## src/rtl/scr_pkg.sv

```systemverilog
package scr_pkg;
    localparam int unsigned SCR_STATE_W = 16;
    localparam int unsigned SCR_WORD_W  = 32;
    localparam logic [SCR_STATE_W-1:0] SCR_POLY_MASK = 16'hA011;
    localparam logic [SCR_STATE_W-1:0] SCR_SEED      = 16'hF0F6;

    typedef logic [SCR_STATE_W-1:0] scr_ctx_t;
    typedef logic [SCR_WORD_W-1:0]  scr_word_t;

    typedef struct packed {
        scr_word_t word;
        scr_ctx_t  nxt;
    } scr_step_t;
endpackage

```

## src/rtl/scr_stride_net.sv

```systemverilog
module scr_stride_net #(
    parameter int unsigned STATE_W = 16,
    parameter int unsigned WORD_W  = 32,
    parameter logic [STATE_W-1:0] POLY_MASK = 16'hA011
) (
    input  logic [STATE_W-1:0] ctx,
    output logic [WORD_W-1:0]  word,
    output logic [STATE_W-1:0] nxt
);
    localparam int unsigned MSB = STATE_W - 1;

    logic [STATE_W-1:0] stage [0:WORD_W];

    assign stage[0] = ctx;

    for (genvar g = 0; g < WORD_W; g++) begin : g_shift
        assign word[g]      = stage[g][MSB];
        assign stage[g + 1] = {stage[g][MSB-1:0], 1'b0}
                            ^ (stage[g][MSB] ? POLY_MASK : '0);
    end

    assign nxt = stage[WORD_W];
endmodule

```

## src/rtl/scr_ctx_reg.sv

```systemverilog
module scr_ctx_reg #(
    parameter int unsigned STATE_W = 16,
    parameter logic [STATE_W-1:0] SEED = 16'hF0F6
) (
    input  logic               clk,
    input  logic               rst,
    input  logic               en,
    input  logic [STATE_W-1:0] nxt,
    output logic [STATE_W-1:0] ctx_q
);
    always_ff @(posedge clk) begin
        if (rst) begin
            ctx_q <= SEED;
        end else if (en) begin
            ctx_q <= nxt;
        end
    end

    // an enabled step takes the state offered by the network
    p_step_loads_next_r4: assert property (@(posedge clk) disable iff (rst)
        en |=> ctx_q == $past(nxt));

    // the context holds while disabled
    p_ctx_hold_r5: assert property (@(posedge clk) disable iff (rst)
        !en |=> $stable(ctx_q));

    // no lock-up state
    p_ctx_nonzero_r7: assert property (@(posedge clk) disable iff (rst)
        ctx_q != '0);
endmodule

```

## src/rtl/scrambler_gen.sv

```systemverilog
module scrambler_gen
    import scr_pkg::*;
#(
    parameter int unsigned STATE_W = SCR_STATE_W,
    parameter int unsigned WORD_W  = SCR_WORD_W,
    parameter logic [STATE_W-1:0] POLY_MASK = SCR_POLY_MASK,
    parameter logic [STATE_W-1:0] SEED      = SCR_SEED
) (
    input  logic              clk,
    input  logic              rst,
    input  logic              en,
    output logic [WORD_W-1:0] scr_word
);
    logic [STATE_W-1:0] ctx_q;
    logic [STATE_W-1:0] ctx_nxt;
    logic [WORD_W-1:0]  word_c;

    scr_stride_net #(
        .STATE_W  (STATE_W),
        .WORD_W   (WORD_W),
        .POLY_MASK(POLY_MASK)
    ) net_i (
        .ctx (ctx_q),
        .word(word_c),
        .nxt (ctx_nxt)
    );

    scr_ctx_reg #(
        .STATE_W(STATE_W),
        .SEED   (SEED)
    ) ctx_i (
        .clk  (clk),
        .rst  (rst),
        .en   (en),
        .nxt  (ctx_nxt),
        .ctx_q(ctx_q)
    );

    assign scr_word = word_c;

    // the presented word freezes while disabled
    p_word_hold_r5: assert property (@(posedge clk) disable iff (rst)
        !en |=> $stable(scr_word));
endmodule

```

## config.mk

```make
export PLATFORM = sky130hd
export DESIGN_NAME = scrambler_gen
export DESIGN_NICKNAME = d
export VERILOG_FILES = /design/src/rtl/scr_pkg.sv /design/src/rtl/scr_stride_net.sv /design/src/rtl/scr_ctx_reg.sv /design/src/rtl/scrambler_gen.sv
export SDC_FILE = /design/constraint.sdc
export NUM_CORES = 1
export LEC_CHECK = 0
export BUFFER_PORTS_ARGS = -buffer_cell sky130_fd_sc_hd__buf_2
export CAP_MARGIN = 5
export CORE_ASPECT_RATIO = 1.75
export CORE_UTILIZATION = 52
export CTS_CLUSTER_DIAMETER = 60
export CTS_CLUSTER_SIZE = 24
export DETAILED_ROUTE_END_ITERATION = 8
export GPL_ROUTABILITY_DRIVEN = 0
export MAX_ROUTING_LAYER = met4
export PLACE_DENSITY_LB_ADDON = 0.08
export SLEW_MARGIN = 10
export SYNTH_ARGS = -nofsm -noshare
export SYNTH_HDL_FRONTEND = slang
export SYNTH_HIERARCHICAL = 1
export SYNTH_SLANG_ARGS = --single-unit
```

## constraint.sdc

```tcl
create_clock -name clk -period 3.5 [get_ports clk]
set_clock_uncertainty 0.05 [all_clocks]
set_input_delay 0.525 -clock clk [delete_from_list [all_inputs] [get_ports clk]]
set_output_delay 0.525 -clock clk [all_outputs]
set_load 0.005 [all_outputs]
```

==> qor.yml, run 1 <==
run_status:
  outcome: "completed"
yosys:
  yosys-top-cells-count: "51 x xnor2_1, 21 x xor2_1, 20 x xnor3_1"
  synth_cell_types: 21
  synth_most_common_cell: "xnor2_1"
  synth.top_cells.by_area: "xnor3_1 22%, xnor2_1 22%, dfxtp_1 16%, xor2_1 9.0%, a211o_2 4.9%"
  ys_ff_latch: 16
  ys_warn_count: 6
  ys.flop_type: "dfxtp_1"
  syn_inst: 173
  netlist_area_sq_mm: 0.002036
  synth_edf_count: 0
  synth_area_per_cell_sq_um: 11.77
  synth.yosys.seq_area_share_pct: 15.73
  yosys.area.top_type_share_pct: 22.13
  synth_nets: 176
  synthArstFlopShare_pct: 0
  synth_area_leader_cell: "xnor3_1"
clocking:
  cts.path.max_buffers: 2
  cts_root_buffer: "clkbuf_8"
  cts.clk_slew.worst_paths_ns: 0.07
  cts_buffers: 3
  cts_tree: "built"
  clk_latency_ns: 0.25
  holdBufCountCts: 0
  clock-sinks: 16
  htree_levels: 1
layout:
  layoutNonFillerInstCount: 268
  drive_gt1_share_pct: 49.55
  antenna_cells: 0
  nFillCells: 273
  largest_register: "ctx_i/ctx_q"
  largest_reg_flops: 16
  nets: 226
  syn_to_final_growth_pct: 25.38
  reg_top3: "ctx_i/ctx_q: 16 flops"
min_path:
  min_to: "ctx_i/ctx_q[8]"
  hold_depth: 2
  hp-class: "reg -> reg"
  min_from: "ctx_i/ctx_q[8]"
placement:
  dpl_worst_slack_ns: 0.01848
  port_buffers: 34
  dp.final_hpwl_um: 3717
  dp_cells: 254
floorplan:
  initial_core_util_pct: 55.55
  ioPinCount: 35
  die_area_sq_mm: 0.004179
  fp.dieW_um: 49.30
  die_h_um: 84.77
  core_area_sq_mm: 0.003665
  fp-row-count: 29
global_route:
  antenna_found_initial: 0
  overflow: 0
  grt_max_degree: 27
  grt_use_total_pct: 26.27
  grt_pass1_wl_um: 7590
  grt_pass1_vias: 1375
sta:
  clock.fmax_mhz: 286.0
  hold_slack_ns: 0.5290
  min_period_ns: 3.496
  finalCritPeriodShare_pct: 99.89
  setup_viol: 0
  final_max_slew_viol_count: 0
  worstMarginPinSlew_ns: 0.5249
  rsz0062_at_grt: "yes"
  slew_headroom_pct: 65.01
  finalWorstSetupSlack_ns: 0.003841
  final_hold_viol_count: 0
drt:
  ant_nets: 0
  wl_per_cell_um: 18.67
  drtIter0Drc: 59
  routed_wl_um: 5003
  drc: 0
  via_count: 1348
  first_pass_iters: 4
  vias_per_cell: 5.030
run:
  maxCapViolations: 0
worst_setup_path:
  r2r_start: "ctx_i/ctx_q[2]"
  critical-path-max-stage-delay_ns: 0.45
  cp_max_fo: 5
  end_kind: "primary output"
  r2r-end: "ctx_i/ctx_q[15]"
  rr_worst_depth: 8
  crit_slowest_cell: "xnor3_2"
  crit_chain: "xnor3_2 -> xnor3_1 -> xnor3_1 -> buf_4 -> xnor2_1 -> xor2_2 -> buf_2"
  reg2reg_slack_ns: 0.08
  crit_type: "reg -> out"
  path_common_cell: "xnor3_1"
  critPathLaunchType: "flop"
  crit_arrival_ns: 2.92
  required_ns: 2.92
## worst max-delay path, delay by kind of cell (launching register included)
family	cells	cell delay [ns]
xor gates and xnor gates	5	1.93
buffers and inverters	2	0.35
DFF	1	0.39
## cells by family (layout without fill, tap and decap cells)
logic type / count (synthesis) / in the layout / synth area share (%)
xor+xnor: 102 / 102 / 64.35
buf+inv: 23 / 72 / 7.007
flops: 16 / 16 / 15.73
simple gates: 16 / 16 / 5.040
compound gates: 10 / 10 / 4.917
mux: 6 / 6 / 2.950
## final cells by class
class	count	area, sq um	share of cell area [%]
multi-input combinational	134	1699	66.57
timing repair buffer	61	372.9	14.61
sequential	16	341.6	13.38
inverter	7	26.28	1.029
clock buffer	4	55.05	2.157
tap	46	57.56	2.255
## how the worst max path moves through the flow
stage | startpoint | end | depth (start not counted)
2_1_floorplan | ctx_i/ctx_q[13] | scr_word[31] | 8
3_3_place_gp | ctx_i/ctx_q[13] | scr_word[31] | 7
3_5_place_dp | ctx_i/ctx_q[11] | scr_word[31] | 7
4_1_cts | ctx_i/ctx_q[11] | scr_word[31] | 7
5_1_grt | ctx_i/ctx_q[11] | scr_word[31] | 8
6_report | ctx_i/ctx_q[2] | scr_word[19] | 7
## placed cells by master, fill, tap and decap left out, drive strengths merged
| cell type | synthesis | routed |
|---|---|---|
| a211o | 10 | 10 |
| and2b | 7 | 7 |
| buf | 14 | 61 |
| clkbuf | 2 | 4 |
| dfxtp | 16 | 16 |
| inv | 7 | 7 |
| mux2i | 6 | 6 |
| nor2 | 6 | 6 |
| nor2b | 3 | 3 |
| xnor2 | 53 | 53 |
| xnor3 | 23 | 23 |
| xor2 | 22 | 22 |
| xor3 | 4 | 4 |
## metrics by stage
step	setup TNS [ns]	util [%]	instance area [sq um]
final	0	69.65	2552
after global routing	-0.1495	69.65	2552
after CTS	-0.01341	67.02	2456
after detailed placement	0	62.07	2275
after global placement	0	62.07	2275
after floorplan	0	-	2036
## layer usage
layer / vias up / track usage, % / share of wire (%)
met5: - / - / 0
met4: 0 / 14.44 / 4.9
met3: 15 / 2.899 / 2.8
met2: 45 / 45.58 / 53
met1: 641 / 28.39 / 39
li1: 647 / - / -
## repair_timing
item,CTS,global route
pin swaps,7,10
setup buffers,5,5
endpoints found under the setup margin,7,7
resized for setup,19,12
Power of run 1 is left out: the tool's default activity adds up to more than one toggle a clock period on the data nets, which glitch-free logic cannot reach.
==> inputs of run 2 (changes only) <==
- ABC_AREA: unset -> 1
- CORE_UTILIZATION: 52 -> 51
==> run 2 against run 1 <==
  * The run now ends with negative setup slack left
  * Sequential share of layout area decreased by 6.4 points
  * Synthesized area increased by 44%
  * Design area increased by 87%
  * Synthesized cell count increased by 150%
  * Hold slack got worse by 0.093 ns
  * Wire length increased by 94%
  * Flip-flop and latch count unchanged
  * Setup slack got worse by 2.3 ns
  * Critical path depth increased by 43
  * Fmax decreased by 40%
  * Critical endpoint is now scr_word[31]
  * Highest routed layer unchanged
==> qor.yml, run 2 <==
run_status:
  outcome: "finished, violations left"
  violations: "negative setup slack"
worst_setup_path:
  critical-path-max-stage-delay_ns: 0.35
  end_kind: "primary output"
  cp_max_fo: 5
  critPathLaunchType: "flop"
  critPathBufInv: 7
  crit_arrival_ns: 5.20
  required_ns: 2.92
  cp_top_family: "simple AND/OR/NAND/NOR gates"
  path_common_cell: "nand2_4"
  crit_slowest_cell: "dfxtp_2"
  crit_type: "reg -> out"
clocking:
  cts_root_buffer: "clkbuf_8"
  clock-sinks: 16
  cts_tree: "built"
  cts.path.max_buffers: 2
  htree_levels: 1
  holdBufCountCts: 0
  cts.clk_slew.worst_paths_ns: 0.06
  cts_buffers: 3
  clk_latency_ns: 0.25
drt:
  wl_per_cell_um: 15.35
  first_pass_iters: 4
  ant_nets: 0
  routed_wl_um: 9701
  via_count: 3295
  drc: 0
  drtIter0Drc: 91
  vias_per_cell: 5.214
sta:
  setup_viol: 33
  setup_tns_ns: -48.85
  rsz0062_at_grt: "yes"
  slew_headroom_pct: 65.39
  worstMarginPinSlew_ns: 0.5185
  finalWorstSetupSlack_ns: -2.279
  min_period_ns: 5.779
  finalCritPeriodShare_pct: 165.1
  final_max_slew_viol_count: 0
  clock.fmax_mhz: 173.0
  final_hold_viol_count: 0
global_route:
  grt_use_total_pct: 33.60
  antenna_found_initial: 0
  grt_max_degree: 24
  grt_pass1_wl_um: 15190
  overflow: 0
  grt_pass1_vias: 3429
yosys:
  synth_most_common_cell: "nand2_1"
  ys_warn_count: 6
  synth_edf_count: 0
  synthArstFlopShare_pct: 0
  synth_cell_types: 20
  netlist_area_sq_mm: 0.002933
  synth_nets: 434
  synth.top_cells.by_area: "nand2_2 13%, nand3_1 13%, nand2_4 12%, nand2_1 11%, dfxtp_1 11%"
  ys.flop_type: "dfxtp_1"
  ys_ff_latch: 16
  synth_area_per_cell_sq_um: 6.805
  yosys.area.top_type_share_pct: 13.23
  synth_area_leader_cell: "nand2_2"
  synth.yosys.seq_area_share_pct: 10.92
  yosys-top-cells-count: "86 x nand2_1, 75 x nand3_1, 62 x nand2_2"
  syn_inst: 431
layout:
  largest_register: "ctx_i/ctx_q"
  reg_top3: "ctx_i/ctx_q: 16 flops"
  layout_common_cells: "92 x buf_4, 74 x nand2_4, 52 x nand2_2, 50 x nand2_1, 40 x nand3_4"
  fin_area_sq_mm: 0.004782
  layoutNonFillerInstCount: 632
  layout_commonest_cell: "buf_4"
  drive_gt1_share_pct: 67.63
  antenna_cells: 0
  largest_reg_flops: 16
  syn_to_final_growth_pct: 63.05
  nets: 560
min_path:
  hp-class: "reg -> reg"
floorplan:
  fp-row-count: 36
  core_area_sq_mm: 0.005540
  initial_core_util_pct: 52.94
  die_area_sq_mm: 0.006070
  ioPinCount: 35
  die_h_um: 102.3
  fp.dieW_um: 59.33
placement:
  placed_area_sq_mm: 0.004035
  port_buffers: 34
  dp_cells: 600
  dp.final_hpwl_um: 7058
run:
  maxCapViolations: 0
==> run 2: changes by cell type after synthesis, moves of 8 or more <==
cell / change
nand2_4: +31
nand3_4: +8
nand2_1: +86
inv_2: +19
xnor2_1: -41
xnor3_1: -20
nand3_1: +75
inv_1: +36
nand3_2: +28
a211o_2: -10
nand2_2: +62
==> run 2: path summary, 6_finish.rpt <==
path,slack (ns),cells past startpoint,startpoint,endpoint
worst max-delay path,-2.28,50,ctx_i/ctx_q[12],scr_word[31]
worst max register to register,-2.01,54,ctx_i/ctx_q[12],ctx_i/ctx_q[15]
worst min-delay path,0.44,2,ctx_i/ctx_q[2],ctx_i/ctx_q[2]
worst min register to register,0.44,2,ctx_i/ctx_q[2],ctx_i/ctx_q[2]
==> run 2: cells by family (layout without fill, tap and decap cells) <==
group                  count (synthesis)  count (layout)  share of synthesized area, %
AND/OR/NAND/NOR                      311             311                         68.39
buffers and inverters                 71             196                         10.32
XOR/XNOR                              33              33                         10.37
flip-flops                            16              16                         10.92
==> run 2: repair_timing <==
action	CTS	global route
setup endpoints to repair	33	36
gates cloned	0	0
buffers inserted	24	4
gates resized for setup	81	22
pin swaps	35	22
==> run 2: worst reg2reg max path: cells and delay by family, from the launching register on <==
family | cells | cell delay, ns
buf+inv | 8 | 0.62
simple gates | 46 | 4.33
flops | 1 | 0.35
==> run 2: layout make-up <==
type,count,area (sq um)
clock buffers,4,55.05
fillers,311,758.2
inverters,63,281.5
multi-input cells,344,3115
flip-flops and latches,16,334.1
well taps,76,95.09
repair buffers,129,900.9
==> run 2: layer usage <==
layer	track usage (%)	vias up	routed length [um]
met1	29.42	1562	3147
met2	67.93	90	5745
li1	-	1601	-
met3	2.405	42	226
met4	15.93	0	581
met5	-	-	0
==> run 2: metrics by stage <==
step,util [%],hold WS [ns],worst slack [ns]
floorplan,-,0.3985,-1.627
finish,86.31,0.4355,-2.279
global placement,72.83,0.4239,-1.929
CTS,84.08,0.4380,-2.099
global route,86.31,0.4493,-2.581
detailed placement,72.83,0.4259,-2.018
Power of run 2 is left out for the same reason.
==> inputs of run 3 (changes only) <==
- CORE_ASPECT_RATIO: 1.75 -> unset
- TNS_END_PERCENT: unset -> 100
==> run 3 against run 2 <==
  * The run still ends with negative setup slack left
  * Flip-flop and latch count is the same
  * Via count grew 9.1%
  * Critical path depth shrank 5
  * Critical endpoint unchanged
==> qor.yml, run 3 (synthesis gave the netlist of run 2 again) <==
sta:
  finalCritPeriodShare_pct: 170.9
  slew_headroom_pct: 64.86
  min_period_ns: 5.980
  setup_viol: 35
  finalWorstSetupSlack_ns: -2.480
  rsz0062_at_grt: "yes"
  final_max_slew_viol_count: 0
  final_hold_viol_count: 0
  clock.fmax_mhz: 167.2
  setup_tns_ns: -54.94
  worstMarginPinSlew_ns: 0.5266
  hold_slack_ns: 0.4407
worst_setup_path:
  crit_slowest_cell: "dfxtp_4"
  critical-path-max-stage-delay_ns: 0.43
  path_common_cell: "nand2_4"
  crit_type: "reg -> out"
  cp_max_fo: 5
  end_kind: "primary output"
  critPathLaunchType: "flop"
  required_ns: 2.92
  crit_arrival_ns: 5.41
layout:
  nets: 571
  fin_util_pct: 89.95
  layout_commonest_cell: "buf_4"
  largest_reg_flops: 16
  layoutNonFillerInstCount: 639
  layout_common_cells: "97 x buf_4, 79 x nand2_4, 48 x nand2_1, 45 x nand2_2, 38 x nand3_2"
  largest_register: "ctx_i/ctx_q"
  drive_gt1_share_pct: 68.78
  reg_top3: "ctx_i/ctx_q: 16 flops"
  antenna_cells: 0
  syn_to_final_growth_pct: 69.92
global_route:
  grt_max_degree: 24
  grt_use_total_pct: 32.82
  overflow: 0
  grt_pass1_vias: 3292
  grt_pass1_wl_um: 15500
  antenna_found_initial: 0
floorplan:
  ioPinCount: 35
  die_h_um: 77.83
  initial_core_util_pct: 52.94
  core_area_sq_mm: 0.005540
  fp.dieW_um: 77.83
  die_area_sq_mm: 0.006058
  fp-row-count: 27
run:
  maxCapViolations: 0
drt:
  wl_per_cell_um: 18.24
  first_pass_iters: 4
  ant_nets: 0
  drc: 0
  routed_wl_um: 11650
  drtIter0Drc: 189
  vias_per_cell: 5.628
  via_count: 3596
placement:
  dp_cells: 592
  port_buffers: 34
  dp.final_hpwl_um: 6516
clocking:
  cts_root_buffer: "clkbuf_8"
  cts.path.max_buffers: 2
  cts.clk_slew.worst_paths_ns: 0.06
  holdBufCountCts: 0
  cts_tree: "built"
  htree_levels: 1
  cts_buffers: 3
  clock-sinks: 16
  clk_latency_ns: 0.24
min_path:
  hp-class: "reg -> reg"
run_status:
  violations: "negative setup slack"
  outcome: "finished, violations left"
run 3: changes by cell type in the layout (fill, tap and decap cells not counted), moves of 2 or more:
cell / delta
buf_4: +5
nand2_8: +4
nand3_2: +4
buf_12: +2
nand2_2: -7
nand3_4: -3
nand2_1: -2
buf_6: +5
nand2_4: +5
run 3: critical path: cells and delay by family (launching register included):
family,cells,cell delay [ns]
XOR/XNOR,1,0.34
buffers and inverters,12,1.38
flip-flops,1,0.43
AND/OR/NAND/NOR,32,3.00
run 3: final cells by class:
cell class	count	area, sq um
fill	245	556.8
inverter	63	284.0
clock buffer	4	45.04
multi-input combinational	344	3202
sequential	16	332.8
tap	72	90.09
timing repair buffer	140	1030
run 3: worst paths after layout:
check	start	end	slack, ns	cells past startpoint
hold reg to reg	ctx_i/ctx_q[0]	ctx_i/ctx_q[0]	0.44	2
setup / recovery	ctx_i/ctx_q[15]	scr_word[31]	-2.48	45
setup reg to reg	ctx_i/ctx_q[15]	ctx_i/ctx_q[6]	-2.15	46
hold / removal	ctx_i/ctx_q[0]	ctx_i/ctx_q[0]	0.44	2
run 3: layer usage:
layer	global-route usage [%]	routed length, um	share of wire [%]
met1	36.75	4361	37
met4	7.925	593	5.1
met2	61.68	6163	53
met5	-	0	0
met3	3.412	535	4.6
run 3: repair_timing:
action | in CTS | in global routing
setup buffers | 29 | 15
pin swaps | 34 | 36
endpoints found under the setup margin | 33 | 35
resized for setup | 86 | 38
run 3: metrics by stage:
step	area [sq um]	setup slack [ns]
after global placement	4013	-1.815
final	4984	-2.480
after detailed placement	4013	-1.924
after CTS	4686	-2.095
after global routing	4984	-2.705
after floorplan	3331	-1.627
Power of run 3 is left out for the same reason.
